### config.mk
export PLATFORM = sky130hd
export DESIGN_NAME = edt_cell
export DESIGN_NICKNAME = d
export VERILOG_FILES = /design/src/rtl/edt_cell_pkg.sv /design/src/rtl/edt_nbr_cand.sv /design/src/rtl/edt_best_pick.sv /design/src/rtl/edt_cell.sv
export SDC_FILE = /design/constraint.sdc
export NUM_CORES = 1
export LEC_CHECK = 0
export BUFFER_PORTS_ARGS = -buffer_cell sky130_fd_sc_hd__buf_4
export CORE_MARGIN = 5
export CORE_UTILIZATION = 30
export DETAILED_ROUTE_END_ITERATION = 12
export PLACE_DENSITY = 0.6
export SLEW_MARGIN = 0
export SYNTH_ARGS = -nofsm -noshare
export SYNTH_HDL_FRONTEND = slang
export SYNTH_HIERARCHICAL = 1
export SYNTH_SLANG_ARGS = --single-unit
### constraint.sdc
create_clock -name clk -period 19.13 [get_ports clk]
set_input_delay 2.8695 -clock clk [delete_from_list [all_inputs] [get_ports clk]]
set_output_delay 2.8695 -clock clk [all_outputs]
set_load 0.01 [all_outputs]
### src/rtl/edt_cell_pkg.sv
package edt_cell_pkg;

    // number of neighbours around a pixel
    localparam int NB = 8;

    // neighbours 3 and 4 share the pixel's row
    function automatic bit nb_same_row(input int idx);
        return (idx == 3) || (idx == 4);
    endfunction

    // neighbours 1 and 6 share the pixel's column
    function automatic bit nb_same_col(input int idx);
        return (idx == 1) || (idx == 6);
    endfunction

endpackage

### src/rtl/edt_nbr_cand.sv
module edt_nbr_cand #(
    parameter int OFS_W    = 5,
    parameter int DLT_W    = 12,
    parameter int K_W      = 4,
    parameter bit SAME_ROW = 1'b0,
    parameter bit SAME_COL = 1'b0
) (
    input  logic [K_W-1:0]          k_i,
    input  logic [OFS_W-1:0]        dr_i,
    input  logic [OFS_W-1:0]        dc_i,
    input  logic signed [DLT_W-1:0] dlt_i,
    input  logic                    done_i,
    output logic                    c_valid,
    output logic [OFS_W-1:0]        c_dr,
    output logic [OFS_W-1:0]        c_dc,
    output logic signed [DLT_W-1:0] c_dlt
);

    logic signed [DLT_W-1:0] two_k;
    logic signed [DLT_W-1:0] pen_r;
    logic signed [DLT_W-1:0] pen_c;

    assign two_k = DLT_W'({k_i, 1'b0});

    // row penalty and row offset: none for a neighbour in the same row
    if (SAME_ROW) begin : g_row_same
        assign pen_r = '0;
        assign c_dr  = dr_i;
    end else begin : g_row_diff
        assign pen_r = DLT_W'({dr_i, 1'b1});
        assign c_dr  = dr_i + OFS_W'(1);
    end

    // column penalty and column offset
    if (SAME_COL) begin : g_col_same
        assign pen_c = '0;
        assign c_dc  = dc_i;
    end else begin : g_col_diff
        assign pen_c = DLT_W'({dc_i, 1'b1});
        assign c_dc  = dc_i + OFS_W'(1);
    end

    assign c_valid = done_i;
    assign c_dlt   = dlt_i + two_k - pen_r - pen_c;

endmodule

### src/rtl/edt_best_pick.sv
module edt_best_pick
    import edt_cell_pkg::*;
#(
    parameter int OFS_W = 5,
    parameter int DLT_W = 12
) (
    input  logic [NB-1:0]          cv_i,
    input  logic [NB*OFS_W-1:0]    cdr_i,
    input  logic [NB*OFS_W-1:0]    cdc_i,
    input  logic [NB*DLT_W-1:0]    cdlt_i,
    output logic                   best_v,
    output logic [OFS_W-1:0]       best_dr,
    output logic [OFS_W-1:0]       best_dc,
    output logic signed [DLT_W-1:0] best_dlt
);

    // linear scan in index order; a strict compare keeps the lowest index on ties
    always_comb begin
        best_v   = 1'b0;
        best_dr  = '0;
        best_dc  = '0;
        best_dlt = '0;
        for (int i = 0; i < NB; i++) begin
            if (cv_i[i] && (!best_v || ($signed(cdlt_i[i*DLT_W +: DLT_W]) > best_dlt))) begin
                best_v   = 1'b1;
                best_dr  = cdr_i[i*OFS_W +: OFS_W];
                best_dc  = cdc_i[i*OFS_W +: OFS_W];
                best_dlt = $signed(cdlt_i[i*DLT_W +: DLT_W]);
            end
        end
    end

endmodule

### src/rtl/edt_cell.sv
module edt_cell
    import edt_cell_pkg::*;
#(
    parameter int OFS_W = 5,
    parameter int DLT_W = 12,
    parameter int K_W   = 4
) (
    input  logic                    clk,
    input  logic                    rst,
    input  logic                    init_bg,
    input  logic                    step,
    input  logic [K_W-1:0]          k_in,
    input  logic [NB*OFS_W-1:0]     nb_dr,
    input  logic [NB*OFS_W-1:0]     nb_dc,
    input  logic [NB*DLT_W-1:0]     nb_dlt,
    input  logic [NB-1:0]           nb_done,
    output logic [OFS_W-1:0]        dr_o,
    output logic [OFS_W-1:0]        dc_o,
    output logic signed [DLT_W-1:0] dlt_o,
    output logic                    done_o
);

    typedef struct packed {
        logic                    done;
        logic [OFS_W-1:0]        dr;
        logic [OFS_W-1:0]        dc;
        logic signed [DLT_W-1:0] dlt;
    } cell_st_t;

    cell_st_t st_d, st_q;

    logic [NB-1:0]           cv;
    logic [NB*OFS_W-1:0]     cdr;
    logic [NB*OFS_W-1:0]     cdc;
    logic [NB*DLT_W-1:0]     cdlt;
    logic                    best_v;
    logic [OFS_W-1:0]        best_dr;
    logic [OFS_W-1:0]        best_dc;
    logic signed [DLT_W-1:0] best_dlt;
    logic signed [DLT_W-1:0] two_k;

    for (genvar g = 0; g < NB; g++) begin : g_nb
        logic signed [DLT_W-1:0] cand_dlt;
        edt_nbr_cand #(
            .OFS_W   (OFS_W),
            .DLT_W   (DLT_W),
            .K_W     (K_W),
            .SAME_ROW(nb_same_row(g)),
            .SAME_COL(nb_same_col(g))
        ) cand_i (
            .k_i    (k_in),
            .dr_i   (nb_dr[g*OFS_W +: OFS_W]),
            .dc_i   (nb_dc[g*OFS_W +: OFS_W]),
            .dlt_i  ($signed(nb_dlt[g*DLT_W +: DLT_W])),
            .done_i (nb_done[g]),
            .c_valid(cv[g]),
            .c_dr   (cdr[g*OFS_W +: OFS_W]),
            .c_dc   (cdc[g*OFS_W +: OFS_W]),
            .c_dlt  (cand_dlt)
        );
        assign cdlt[g*DLT_W +: DLT_W] = cand_dlt;
    end

    edt_best_pick #(
        .OFS_W(OFS_W),
        .DLT_W(DLT_W)
    ) pick_i (
        .cv_i    (cv),
        .cdr_i   (cdr),
        .cdc_i   (cdc),
        .cdlt_i  (cdlt),
        .best_v  (best_v),
        .best_dr (best_dr),
        .best_dc (best_dc),
        .best_dlt(best_dlt)
    );

    assign two_k = DLT_W'({k_in, 1'b0});

    always_comb begin
        st_d = st_q;
        if (rst) begin
            st_d.done = init_bg;
            st_d.dr   = '0;
            st_d.dc   = '0;
            st_d.dlt  = '0;
        end else if (step) begin
            if (st_q.done) begin
                st_d.dlt = st_q.dlt + two_k;
            end else if (best_v && !best_dlt[DLT_W-1]) begin
                st_d.done = 1'b1;
                st_d.dr   = best_dr;
                st_d.dc   = best_dc;
                st_d.dlt  = best_dlt;
            end
        end
    end

    always_ff @(posedge clk) begin
        st_q <= st_d;
    end

    assign dr_o   = st_q.dr;
    assign dc_o   = st_q.dc;
    assign dlt_o  = st_q.dlt;
    assign done_o = st_q.done;

endmodule

# ---- Yosys cells after proc, flatten, opt, wreduce, memory -nomap -nowiden
# Cells that the tools add are included.
dict set report totals {
  ff_bits 23
  inputBits 192
  output_inout_bits 23
  elab_cells 109
}
dict set report op_classes {
  n_addsub 33
  n_lt_le_gt_ge 7
  muxes 37
  bitwise_logic 1
  n_reduce_logical 27
}
# cell n
set ops {}
lappend ops {{12-bit by 7-bit subtractor with 12-bit output} 12}
lappend ops {{12-bit by 6-bit adder with 12-bit output} 9}
lappend ops {{12-bit two-way mux} 9}
lappend ops {{12-bit greater-than comparator} 7}
lappend ops {{5-bit two-way mux} 16}
lappend ops {{23-bit two-way mux} 3}
lappend ops {{5-bit by 1-bit adder with 5-bit output (second input constant)} 12}
lappend ops {{11-bit two-way mux} 1}
lappend ops {{1-bit logical AND} 8}
lappend ops {{1-bit zero test} 8}
lappend ops {{1-bit two-way mux} 8}
lappend ops {{1-bit logical OR} 7}
lappend ops {{2-bit nonzero test} 2}
lappend ops {{3-bit AND reduction} 1}
lappend ops {{2-bit AND reduction} 1}
lappend ops {{1-bit NOT} 1}

# ---- Logic depth before layout (Yosys ltp)
dict set report depth {
  ltp_word 38
  ltp_mapped 83
  ltp_nobuf 71
}

# ---- Modules after synthesis
# The synthesis kept the hierarchy.
# mod instances cells_per_inst area_each_um2 seq_area_each_um2
set modules_own_cells {}
lappend modules_own_cells {edt_best_pick 1 635 4470.5 0.0}
lappend modules_own_cells {{edt_nbr_cand at g_nb[5].cand_i ...} 2 108 905.9 0.0}
lappend modules_own_cells {{edt_nbr_cand at g_nb[0].cand_i ...} 2 109 904.6 0.0}
lappend modules_own_cells {{edt_nbr_cand at g_nb[1].cand_i ...} 2 101 716.9 0.0}
lappend modules_own_cells {edt_cell 1 148 1179.9 470.5}
lappend modules_own_cells {{edt_nbr_cand at g_nb[4].cand_i} 1 101 721.9 0.0}
lappend modules_own_cells {{edt_nbr_cand at g_nb[6].cand_i} 1 96 721.9 0.0}

# ---- Worst setup path before layout
# Ideal clock, no wire load.
dict set report synth_path {
  path_type {input to register}
  startpoint {input k_in[2]}
  endpoint {register st_q (netlist bit dc_o[0])}
  setup_time_ps 70
  arrival_time_ps 19274
  required_time_ps 19060
  slack_ps -214
  cell_stages 77
  n_path_buf 15
  path_cell_list {inv_1 -> fa_1 -> fa_1 -> inv_1 -> ha_1 -> and3_4 -> a2111oi_4 -> a21oi_2 -> a21boi_1 -> xnor2_1 -> nand2_1 -> ha_1 -> a21o_1 -> a2111o_1 -> o31a_1 -> buf_2 -> buf_4 -> mux2i_1 -> [... 41 more ...] -> clkbuf_1 -> clkbuf_1 -> o22ai_1 -> ha_1 -> a21oi_1 -> o22ai_1 -> nor4b_1 -> a31oi_2 -> buf_2 -> nor3_1 -> nor2_1 -> o31a_1 -> nor2b_1 -> and3_1 -> clkbuf_1 -> buf_2 -> nand2_1 -> a21oi_1}
}
dict set report synth_between {
  elab_chain_cells 35
  word_cells_on_any_way 72
  classes_between {add/sub: 20; order compare: 7; mux: 22; reduce/logical: 23}
}
# item line
set synth_lines {}
lappend synth_lines {{from (decl)} edt_cell.sv:12} ;# input logic [K_W-1:0] k_in,
lappend synth_lines {{12-bit by 6-bit adder with 12-bit output *} edt_nbr_cand.sv:44} ;# assign c_dlt = dlt_i + two_k - pen_r - pen_c;
lappend synth_lines {{12-bit by 7-bit subtractor with 12-bit output * (2 in a row)} edt_nbr_cand.sv:44}
lappend synth_lines {{via g_nb[0].cand_dlt[9]} edt_cell.sv:43} ;# logic signed [DLT_W-1:0] cand_dlt;
lappend synth_lines {{12-bit two-way mux *} edt_best_pick.sv:24} ;# if (cv_i[i] && (!best_v || ($signed(cdlt_i[i*DLT_W +: DLT_W]) > best_dlt))) begin
lappend synth_lines {{12-bit greater-than comparator} edt_best_pick.sv:24}
lappend synth_lines {{1-bit logical OR} edt_best_pick.sv:24}
lappend synth_lines {{1-bit logical AND} edt_best_pick.sv:24}
lappend synth_lines {{12-bit two-way mux / 1-bit two-way mux (equally long branches)} edt_best_pick.sv:24}
lappend synth_lines {{[... 20 more ...]} n/a}
lappend synth_lines {{12-bit greater-than comparator / 1-bit zero test (equally long branches)} edt_best_pick.sv:24}
lappend synth_lines {{1-bit logical OR} edt_best_pick.sv:24}
lappend synth_lines {{1-bit logical AND} edt_best_pick.sv:24}
lappend synth_lines {{12-bit two-way mux *} edt_best_pick.sv:24}
lappend synth_lines {{via best_dlt[11]} edt_cell.sv:39} ;# logic signed [DLT_W-1:0] best_dlt;
lappend synth_lines {{1-bit zero test *} edt_cell.sv:90} ;# end else if (best_v && !best_dlt[DLT_W-1]) begin
lappend synth_lines {{1-bit logical AND *} edt_cell.sv:90}
lappend synth_lines {{3-bit AND reduction (no source line) *} n/a}
lappend synth_lines {{to (signal assigned)} edt_cell.sv:100} ;# st_q <= st_d;
lappend synth_lines {{to (decl)} edt_cell.sv:30} ;# cell_st_t st_d, st_q;
# Mark *: on every way through the listed nets, which the timed path passes. The rest lies on a longest branch.
# A chain may end at the register's enable or synchronous reset.

# ---- Final worst setup path
dict set report layout_path {
  startpoint {input k_in[2]}
  endpoint {register st_q (netlist bit dlt_o[11])}
}
dict set report layout_between {
  elab_chain_cells 36
  word_cells_on_any_way 69
  classes_between {add/sub: 21; order compare: 7; mux: 17; reduce/logical: 24}
}
# item line
set layout_lines {}
lappend layout_lines {{12-bit by 6-bit adder with 12-bit output *} edt_nbr_cand.sv:44}
lappend layout_lines {{12-bit by 7-bit subtractor with 12-bit output * (2 in a row)} edt_nbr_cand.sv:44}
lappend layout_lines {{via g_nb[0].cand_dlt[9]} edt_cell.sv:43}
lappend layout_lines {{12-bit two-way mux *} edt_best_pick.sv:24}
lappend layout_lines {{12-bit greater-than comparator} edt_best_pick.sv:24}
lappend layout_lines {{1-bit logical OR} edt_best_pick.sv:24}
lappend layout_lines {{1-bit logical AND} edt_best_pick.sv:24}
lappend layout_lines {{12-bit two-way mux / 1-bit two-way mux (equally long branches)} edt_best_pick.sv:24}
lappend layout_lines {{[... 21 more ...]} n/a}
lappend layout_lines {{1-bit logical OR} edt_best_pick.sv:24}
lappend layout_lines {{1-bit logical AND} edt_best_pick.sv:24}
lappend layout_lines {{12-bit two-way mux *} edt_best_pick.sv:24}
lappend layout_lines {{via best_dlt[11]} edt_cell.sv:39}
lappend layout_lines {{1-bit zero test} edt_cell.sv:90}
lappend layout_lines {{1-bit logical AND} edt_cell.sv:90}
lappend layout_lines {{2-bit nonzero test (no source line)} n/a}
lappend layout_lines {{2-bit AND reduction (no source line)} n/a}
# Mark *: on every way through the listed nets, which the timed path passes. The rest lies on a longest branch. The select of a mux whose other input is x is not followed.

==> impl_metrics.tcl <==
set metrics [dict create \
    syn_nets 2069 \
    worst_ep_arrival_time_ps 18490 \
    final_util_pct 36.80 \
    drive_above_1_share_pct 19.87 \
    globalplace.congestion 0.9487 \
    die_h_um 211.2 \
    seq_area_frac_synth_pct 3.872 \
    hold_class "flop to flop" \
    setup_viol 0 \
    fin_crit_ps 18340 \
    cts_max_path_buffers 2 \
    synth_ff_type "dfxtp_1" \
    leakagePower_uw 0.007409 \
    syn_inst 1616 \
    fmax_mhz 54.51 \
    via_per_inst 5.230 \
    powerDensity_nw_per_um2 199.5 \
    dieArea_um2 44620 \
    fin_nets 2261 \
    clockRootBuffer "clkbuf_16" \
    path_clk_slew_ps 60 \
    worst_path_largest_cell_delay_ps 510 \
    gr-total-overflow 0 \
    fp-row-count 73 \
    synth_edf_count 1 \
    max-slew-margin-rel_pct 58.77 \
    worstSkewPairLatency_ps 250 \
    h-tree-depth 1 \
    grt_pass1_vias 12165 \
    status "completed" \
    critPathSlowestCell "fa_1" \
    synth-warning-count 6 \
    endpoint_kind "flop" \
    drt_iter0_drc 663 \
    required_ps 19270 \
    wl_per_cell_um 18.81 \
    maxCapViolations 0 \
    wl_met1_um 20180 \
    cp_common_cell "ha_1" \
    peakVddDrop_v 0.0001255 \
    clkSinkCount 23 \
    ys_seq_elements 23 \
    grt_pass1_wl_um 66670 \
    startpoint_type "input pin" \
    routed_wl_um 43850 \
    grt_use_total_pct 18.66 \
    mostFrequentLayoutCells "260 x buf_4, 238 x inv_1, 208 x ha_1" \
    die_w_um 211.2 \
    cts_tree "yes" \
    remaining_drc_errors 0 \
    final-hold-violation-count 0 \
    drtPass1Iterations 5 \
    start_util_pct 30.44 \
    fin_crit_sh_pct 95.90 \
    ant_nets 0 \
    synth.area.top_cells "ha_1 21%, fa_1 8.7%, inv_1 7.4%, xnor2_1 6.1%, a21oi_1 4.1%" \
    crit_type "input pin to flop" \
    antenna_found_initial 0 \
    hpwlAfterDp_um 38100 \
    slew_viol_final 0 \
    ios 215 \
    cp.buffers_inverters 6 \
    cp_top_family "compound AO/OA/AOI/OAI gates" \
    synth_cell_types 77 \
    whs_ps 462.1 \
    syn-cell-area_um2 12150 \
    met2_length_um 19420 \
    worst-path-max-fanout 11 \
    yosys.area.top_type "ha_1" \
    tightest_slew_ps 614.0 \
    dr.max_layer_used "met4" \
    mostFrequentLayoutCell "buf_4" \
    vias 12197 \
    io_buffers 214 \
    synthArstFlopShare_pct 0 \
    fin_skew_ps 2.243 \
    avgSynthCellArea_um2 7.518 \
    core-area_um2 39910 \
    cts-buffers-inserted 3 \
    n_antenna_cell 0 \
    yosysTopAreaCellShare_pct 21.42 \
    grt_max_degree 32 \
    nFillCells 4182 \
    wl_met3_um 3436 \
    cts_hold_buf 0 \
    areaGrowthSynthToFinish_pct 20.89 \
]
Yosys cell counts, types with 10 or more instances:
library cell / instances
a211oi_1: 27
a211o_1: 12
o22ai_1: 14
and3_1: 12
nand4_1: 29
ha_1: 208
a31oi_1: 11
o31a_1: 15
inv_1: 238
buf_4: 31
a21oi_1: 100
and2_1: 10
o21a_1: 13
nand2_1: 105
or3_1: 23
fa_1: 53
mux2i_1: 26
a21oi_2: 11
a2bb2oi_1: 10
clkbuf_1: 31
xor2_1: 39
buf_2: 13
a21o_1: 63
xnor2_1: 85
nor2_1: 88
nor3_1: 56
dfxtp_1: 22
nand3_1: 54
o21ai_0: 64
a22oi_1: 13
nor3b_1: 10
cell type report:
type	count	area [um^2]	area share [%]
clock buffers	4	78.83	0.5367
inverters	239	897.1	6.108
multi-input cells	1275	10560	71.87
flip-flops and latches	23	470.5	3.203
well taps	525	656.9	4.473
repair buffers	266	2028	13.81
state kept, by name (all words and copies together), names as in the netlist, named ones only:
register and count:
dc_o 5, dlt_o 11, done_o 1, dr_o 5
metal layers:
| metal | track usage [%] | up-vias |
|---|---|---|
| met1 | 26.71 | 5721 |
| met4 | 3.130 | 0 |
| li1 | - | 6035 |
| met3 | 2.703 | 46 |
| met5 | 0 | - |
| met2 | 30.28 | 395 |
power by group:
part / switching (uW) / internal [uW] / total [uW]
Combinational: 1620 / 1180 / 2800
Clock: 16.9 / 28.4 / 45.4
Sequential: 18.0 / 69.0 / 87.0
Total: 1650 / 1280 / 2930
per-stage QoR:
stage | cells | setup TNS [ps] | total power [uW] | cell area [um^2] | setup slack, ps
after floorplan | 1616 | 0 | 1872 | 12160 | 45.69
after CTS | 2317 | 0 | 2734 | 14380 | 45.78
after detailed placement | 2313 | -5246 | 2666 | 14280 | -329.4
after global routing | 2332 | -865.8 | 3176 | 14690 | -90.16
final | 2332 | 0 | 2930 | 14690 | 785.2
after global placement | 2313 | -3069 | 2672 | 14280 | -186.7
path summary, 6_finish.rpt:
check,startpoint,end,slack (ps),cells after the start
min,dc_o[2]$_SDFFE_PP0P_,dc_o[2]$_SDFFE_PP0P_,460,2
max reg2reg,dlt_o[1]$_SDFFE_PP0P_,dlt_o[7]$_SDFFE_PP0P_,16870,8
max,k_in[2],dlt_o[11]$_SDFFE_PP0P_,790,69
min reg2reg,dc_o[2]$_SDFFE_PP0P_,dc_o[2]$_SDFFE_PP0P_,460,2
worst min-delay path, stage by stage (launching register included):
cell and delay, ps:
dfxtp_1 310, nand2_1 50, a21oi_1 50
logic make-up (layout without fill, tap and decap cells):
family	Yosys count	count (layout)	synth area share, %
adder cells (fa/ha/maj)	261	261	30.15
multiplexers	38	38	3.471
AO/OA/AOI/OAI	424	424	25.18
buffers and inverters	318	509	10.99
flip-flops	23	23	3.872
XOR/XNOR	124	124	8.939
AND/OR/NAND/NOR	428	428	17.39
repair_timing:
item,in CTS,in global routing
endpoints found under the setup margin,17,23
resized for setup,4,44
pin swaps,0,10
buffers inserted,0,15
(Power assumes the default switching activity.)
